`src/rtl/aper_remap_pkg.sv`:
```
package aper_remap_pkg;

  localparam int PAGE_SHIFT = 12;
  localparam int PFN_W      = 19;   // physical page number held in bits 30:12

  typedef enum logic [1:0] {
    RD_CFG   = 2'd0,
    RD_PTR   = 2'd1,
    RD_ENTRY = 2'd2,
    RD_NONE  = 2'd3
  } rdSrc_e;

  typedef struct packed {
    logic   cfgWr;
    logic   ptrWr;
    logic   entryWr;
    logic   rdEn;
    rdSrc_e rdSrc;
  } ctrlStrobe_t;

  typedef struct packed {
    logic             valid;
    logic [PFN_W-1:0] pfn;
  } pageEntry_t;

  function automatic logic inWindow(input logic [31:0] addr,
                                    input logic [31:0] base,
                                    input logic [32:0] span);
    logic [32:0] a33;
    logic [32:0] b33;
    a33 = {1'b0, addr};
    b33 = {1'b0, base};
    return (a33 >= b33) && (a33 < b33 + span);
  endfunction

endpackage

```
`src/rtl/aper_remap_ctrl.sv`:
```
module aper_remap_ctrl
  import aper_remap_pkg::*;
(
  input  logic        clk,
  input  logic        rstN,
  input  logic        regSel,
  input  logic        regWrite,
  input  logic [3:0]  regAddr,
  input  logic [31:0] regWdata,
  input  logic [31:0] tblRdData,
  output ctrlStrobe_t strobe,
  output logic        enable,
  output logic [31:0] entryPtr,
  output logic [31:0] regRdata
);

  logic [1:0] regIdx;
  assign regIdx = regAddr[3:2];

  always_comb begin
    strobe = '0;
    strobe.rdSrc = RD_NONE;
    if (regSel) begin
      if (regWrite) begin
        strobe.cfgWr   = (regIdx == 2'd0);
        strobe.ptrWr   = (regIdx == 2'd1);
        strobe.entryWr = (regIdx == 2'd2);
      end else begin
        strobe.rdEn = 1'b1;
        unique case (regIdx)
          2'd0:    strobe.rdSrc = RD_CFG;
          2'd1:    strobe.rdSrc = RD_PTR;
          2'd2:    strobe.rdSrc = RD_ENTRY;
          default: strobe.rdSrc = RD_NONE;
        endcase
      end
    end
  end

  always_ff @(posedge clk) begin
    if (!rstN) begin
      enable   <= 1'b0;
      entryPtr <= '0;
    end else begin
      if (strobe.cfgWr) enable   <= regWdata[0];
      if (strobe.ptrWr) entryPtr <= regWdata;
    end
  end

  always_ff @(posedge clk) begin
    if (!rstN) begin
      regRdata <= '0;
    end else if (strobe.rdEn) begin
      unique case (strobe.rdSrc)
        RD_CFG:   regRdata <= {31'd0, enable};
        RD_PTR:   regRdata <= entryPtr;
        RD_ENTRY: regRdata <= tblRdData;
        default:  regRdata <= '0;
      endcase
    end
  end

endmodule

```
`src/rtl/aper_remap_dp.sv`:
```
module aper_remap_dp
  import aper_remap_pkg::*;
#(
  parameter logic [31:0] APER_BASE  = 32'h4000_0000,
  parameter int          PAGE_COUNT = 16
) (
  input  logic        clk,
  input  logic        rstN,
  input  ctrlStrobe_t strobe,
  input  logic        enable,
  input  logic [31:0] entryPtr,
  input  logic [31:0] regWdata,
  input  logic        xlReq,
  input  logic [31:0] xlAddr,
  output logic [31:0] tblRdData,
  output logic        xlValid,
  output logic        xlHit,
  output logic        xlFault,
  output logic [31:0] xlPhys
);

  localparam int          IDX_W     = (PAGE_COUNT > 1) ? $clog2(PAGE_COUNT) : 1;
  localparam logic [32:0] APER_SPAN = 33'(PAGE_COUNT) << PAGE_SHIFT;

  pageEntry_t tbl [PAGE_COUNT];

  // pointer side
  logic [31:0]      ptrOff;
  logic [IDX_W-1:0] ptrIdx;
  logic             ptrIn;
  assign ptrOff = entryPtr - APER_BASE;
  assign ptrIdx = ptrOff[PAGE_SHIFT +: IDX_W];
  assign ptrIn  = inWindow(entryPtr, APER_BASE, APER_SPAN);

  always_ff @(posedge clk) begin
    if (!rstN) begin
      for (int k = 0; k < PAGE_COUNT; k++) tbl[k] <= '0;
    end else if (strobe.entryWr && ptrIn) begin
      tbl[ptrIdx].valid <= regWdata[31];
      tbl[ptrIdx].pfn   <= regWdata[30:PAGE_SHIFT];
    end
  end

  always_comb begin
    tblRdData = '0;
    if (ptrIn)
      tblRdData = {tbl[ptrIdx].valid, tbl[ptrIdx].pfn, {PAGE_SHIFT{1'b0}}};
  end

  // translation side
  logic [31:0]      reqOff;
  logic [IDX_W-1:0] reqIdx;
  logic             reqIn;
  pageEntry_t       reqEnt;
  logic             reqHit;
  assign reqOff = xlAddr - APER_BASE;
  assign reqIdx = reqOff[PAGE_SHIFT +: IDX_W];
  assign reqIn  = inWindow(xlAddr, APER_BASE, APER_SPAN);
  assign reqEnt = reqIn ? tbl[reqIdx] : '0;
  assign reqHit = enable && reqIn && reqEnt.valid;

  always_ff @(posedge clk) begin
    if (!rstN) begin
      xlValid <= 1'b0;
      xlHit   <= 1'b0;
      xlFault <= 1'b0;
      xlPhys  <= '0;
    end else begin
      xlValid <= xlReq;
      xlHit   <= xlReq && reqHit;
      xlFault <= xlReq && !reqHit;
      xlPhys  <= (xlReq && reqHit) ?
                 {1'b0, reqEnt.pfn, xlAddr[PAGE_SHIFT-1:0]} : '0;
    end
  end

endmodule

```
`src/rtl/aper_remap.sv`:
```
module aper_remap
  import aper_remap_pkg::*;
#(
  parameter logic [31:0] APER_BASE  = 32'h4000_0000,
  parameter int          PAGE_COUNT = 16
) (
  input  logic        clk,
  input  logic        rstN,
  input  logic        regSel,
  input  logic        regWrite,
  input  logic [3:0]  regAddr,
  input  logic [31:0] regWdata,
  output logic [31:0] regRdata,
  input  logic        xlReq,
  input  logic [31:0] xlAddr,
  output logic        xlValid,
  output logic        xlHit,
  output logic        xlFault,
  output logic [31:0] xlPhys
);

  ctrlStrobe_t strobe;
  logic        enable;
  logic [31:0] entryPtr;
  logic [31:0] tblRdData;

  aper_remap_ctrl u_ctrl (
    .clk(clk), .rstN(rstN),
    .regSel(regSel), .regWrite(regWrite), .regAddr(regAddr),
    .regWdata(regWdata), .tblRdData(tblRdData),
    .strobe(strobe), .enable(enable), .entryPtr(entryPtr),
    .regRdata(regRdata)
  );

  aper_remap_dp #(.APER_BASE(APER_BASE), .PAGE_COUNT(PAGE_COUNT)) u_dp (
    .clk(clk), .rstN(rstN),
    .strobe(strobe), .enable(enable), .entryPtr(entryPtr),
    .regWdata(regWdata), .xlReq(xlReq), .xlAddr(xlAddr),
    .tblRdData(tblRdData), .xlValid(xlValid), .xlHit(xlHit),
    .xlFault(xlFault), .xlPhys(xlPhys)
  );

endmodule

```
`config.mk`:
```
export PLATFORM = sky130hd
export DESIGN_NAME = aper_remap
export DESIGN_NICKNAME = d
export VERILOG_FILES = /design/src/rtl/aper_remap_pkg.sv /design/src/rtl/aper_remap_ctrl.sv /design/src/rtl/aper_remap_dp.sv /design/src/rtl/aper_remap.sv
export SDC_FILE = /design/constraint.sdc
export NUM_CORES = 1
export LEC_CHECK = 0
export BUFFER_PORTS_ARGS = -buffer_cell sky130_fd_sc_hd__buf_2
export CAP_MARGIN = 0
export CELL_PAD_IN_SITES_DETAIL_PLACEMENT = 1
export CELL_PAD_IN_SITES_GLOBAL_PLACEMENT = 1
export CORE_ASPECT_RATIO = 1.2
export CORE_UTILIZATION = 35
export DETAILED_ROUTE_END_ITERATION = 16
export PLACE_DENSITY_LB_ADDON = 0.1
export SYNTH_ARGS = -nofsm -noshare
export SYNTH_HDL_FRONTEND = slang
export SYNTH_HIERARCHICAL = 1
export SYNTH_SLANG_ARGS = --single-unit
```
`constraint.sdc`:
```
create_clock -name clk -period 9.3 [get_ports clk]
set_clock_uncertainty 0.05 [all_clocks]
set_input_delay 1.86 -clock clk [delete_from_list [all_inputs] [get_ports clk]]
set_output_delay 1.86 -clock clk [all_outputs]
set_load 0.005 [all_outputs]
```
======== Word level (Yosys, flattened, before mapping) ========
Memory sizes are Yosys's and may differ from the RTL's.
Index checks and enable logic that the tools add are counted.
cells by class
  $add $sub $neg .......................... 2
  magnitude comparators ................... 4
  eq/ne operators ......................... 4
  muxes and demuxes ....................... 14
  reduce and logical (&&, ||, !) cells .... 13
operators by type and width
  kind                   number
  $pmux 32 s3            1
  $ge 32x31->1 const B   2
  $lt 32x31->1 const B   2
  $mux 20                2
  $mux 32                1
  $sub 16x1->16 const B  2
  $reduce_or 20->1       1
  $logic_and 1x1->1      7
  $mux 3                 2
  $mux 6                 1
  $pmux 2 s3             1
  $mux 1                 5
  $eq 2x1->1 const B     2
  $eq 2x2->1 const B     2
  $logic_not 2->1        2
  $mux 4                 1
  $reduce_and 3->1       1
  $reduce_and 2->1       1
  $logic_not 1->1        1
word-level totals
  register bits after elaboration ......... 100
  bits in writable memories ............... 320
  input bits .............................. 73
  output and inout port bits .............. 67
  logic and storage cells ................. 47
  memories ................................ 1
memories
  memory    depth  width  read ports  clocked after Yosys merged registers in  write ports  RTL line             text
  u_dp.tbl  16     20     2           0                                        16           aper_remap_dp.sv:25  pageEntry_t tbl [PAGE_COUNT];

======== Logic depth before layout (Yosys ltp) ========
  depth in word-level cells ............... 10
  mapped depth ............................ 8
  depth with buffers taken out ............ 6

======== Modules after synthesis ========
The synthesis kept the hierarchy.
modules (own cells, without submodules)
  module           instances  cells an instance  area each (sq um)  sequential area each (sq um)
  aper_remap_dp    1          1174               17992.3            10289.9
  aper_remap_ctrl  1          268                2537.4             1301.2

======== Worst setup path before layout ========
OpenSTA, ideal clock, no wires.
  path type ............................... in2reg
  from .................................... in regAddr[2]
  to ...................................... mem u_dp/tbl[4][0] in the netlist's numbering, enable pin
  setup time .............................. 0.425 ns
  arrival ................................. 4.544 ns
  required time ........................... 8.825 ns
  path slack .............................. 4.281 ns
  stages .................................. 6
  path buffers ............................ 1
  path through ............................ and3b_1 > clkbuf_1 > and2_1 > nand2_1 > or4_4 > o21ai_0
RTL lines
  what                RTL line             text
  start: declaration  aper_remap.sv:11     input logic [3:0] regAddr,
  end: declaration    aper_remap_dp.sv:25

==> impl_metrics.json <==
{
  "cp_max_fo": 32,
  "dieArea_um2": 59600,
  "syn-cell-area_um2": 20500,
  "io_buffers": 136,
  "leakage_uw": 0.00853,
  "grt_overflow_total": 0,
  "max-vdd-ir-drop_uv": 106,
  "final-setup-viol-count": 0,
  "postCtsSetupBuffers": 0,
  "critPathKind": "in2reg",
  "hold_path_class": "reg2reg",
  "slew_headroom_pct": 21.6,
  "grt_first_pass_wirelength_um": 102000,
  "start_kind": "input port",
  "drive_above_1_share_pct": 31.4,
  "crit_required_ns": 9.50,
  "first_pass_iters": 5,
  "avgSynthCellArea_um2": 14.3,
  "rows": 96,
  "area.growth.synth_to_final_pct": 13.6,
  "grt_max_degree": 86,
  "drt-total-wl_um": 70900,
  "ys_warn_count": 6,
  "cts.path.max_buffers": 3,
  "hpwl_um": 42800,
  "io_pins": 140,
  "rsz0062_at_grt": "false",
  "routed-via-count": 13400,
  "drtAntennaViolNets": 0,
  "final_core_util_pct": 40.5,
  "status": "complete, no violations",
  "drc": 0,
  "cts-resized-gates": 0,
  "cp-end-kind": "register",
  "fin_crit_sh_pct": 51.0,
  "htree_levels": 2,
  "r2r_start": "u_ctrl/entryPtr[12]",
  "viasPerCell": 5.87,
  "timing.hold.ws_ns": 0.429,
  "powerDensity_nw_per_um2": 180,
  "arrival_ns": 4.94,
  "worstRegToRegCells": 4,
  "cts_buffers": 46,
  "tightest_slew_ns": 1.18,
  "start_util_pct": 35.6,
  "fmax_ghz": 0.211,
  "finalHoldViolCount": 0,
  "core-area_um2": 57500,
  "cts_tree": "done",
  "grt_pass1_vias": 14200,
  "grt_util_all_layers_pct": 24.2,
  "r2r_slack_ns": 5.14,
  "die_x_um": 223,
  "min_from": "u_ctrl/entryPtr[0]",
  "setup_tns_ns": 0,
  "fin_nets": 1591,
  "hold_end": "u_ctrl/entryPtr[0]",
  "place.gp.congestion": 0.774,
  "initialDrtViolationCount": 1183,
  "postCtsHoldBufs": 0,
  "antenna_found_initial": 4,
  "r2r-end": "u_dp/tbl[15][18]",
  "finalCriticalPeriod_ns": 4.74,
  "synthCells": 1439,
  "wire_per_inst_um": 31.0,
  "clock_sinks": 419,
  "clk_latency_ns": 0.59,
  "cts.clk_slew.worst_paths_ns": 0.06,
  "holdPathStages": 2,
  "cts-root-buf": "clkbuf_16",
  "die_h_um": 267,
  "drv_cap": 0,
  "maxSlewViolCount": 0
}
-- registers in the layout, summed over array words and instances, names as in the netlist --
name             count
u_dp/xlFault         1
u_ctrl/entryPtr     32
u_ctrl/regRdata     32
u_dp/tbl           320
u_dp/xlPhys         31
u_ctrl/enable        1
u_dp/xlValid         1
u_dp/xlHit           1
-- routing by layer --
| layer | routed length [um] | global-route usage (%) | vias to the layer above |
|---|---|---|---|
| li1 | - | - | 5715 |
| met1 | 29800 | 31.2 | 7115 |
| met2 | 35400 | 41.7 | 473 |
| met3 | 3490 | 3.38 | 126 |
| met4 | 2260 | 8.16 | 0 |
| met5 | 0 | 0 | - |
-- worst max-delay path: stages --
cell and delay, ns:
buf_2 0.13, and3b_1 0.21, buf_4 0.31, and2_1 0.18
nand2_1 0.27, nor2_1 0.25, nand3_1 0.24, o21ai_2 1.03
buf_4 0.44
-- through the flow --
step                area (um^2)  power, uW  worst slack, ns  instances
finish                    23300       4190             4.56       2289
global route              23300       4310             4.45       2288
CTS                       23300       4240             4.59       2287
detailed placement        21900       2450             3.99       2204
global placement          21900       2450             4.00       2204
floorplan                 20600       2320             4.28       1451
-- where the power goes --
group          leakage, uW  internal, uW  total (uW)  switching (uW)
clock             0.000695          1020        1780             756
sequential         0.00410          2060        2100            34.4
combinational      0.00374           132         315             183
total              0.00853          3220        4190             973
-- worst max-delay path by stage --
| stage | start | end | cells after the start |
|---|---|---|---|
| final | regAddr[2] | u_dp/tbl[15][18] | 9 |
| after global routing | regAddr[2] | u_dp/tbl[15][18] | 9 |
| after CTS | regAddr[2] | u_dp/tbl[15][18] | 9 |
| after detailed placement | regAddr[2] | u_dp/tbl[15][12] | 9 |
| after global placement | regAddr[2] | u_dp/tbl[15][12] | 9 |
| after floorplan | regAddr[2] | u_dp/tbl[4][0] | 6 |
-- layout by cell type (no fill, tap or decap), types with 4 or more instances in the layout --
cell       instances
a221o_1           32
clkbuf_1          14
nand2_1           77
nor4_2             4
nand3_1           36
o21ai_0           34
conb_1            13
clkbuf_16         48
clkinv_1           9
and2_1            63
buf_4             52
nor2_1           142
or4_1              5
nor2b_1           20
edfxtp_1         320
mux2_2             4
o21ai_2           16
and3_1           151
mux4_2           197
nor3b_1           31
buf_2            133
dfxtp_1           97
-- area by class of cell --
class	instances	area [um^2]
antenna	1	2.50
clock buffer	67	1300
clock inverter	16	125
fill	5791	34200
inverter	3	11.3
multi-input combinational	862	8280
sequential	419	11600
tap	735	920
timing repair buffer	186	1070
(Power assumes the default switching activity.)
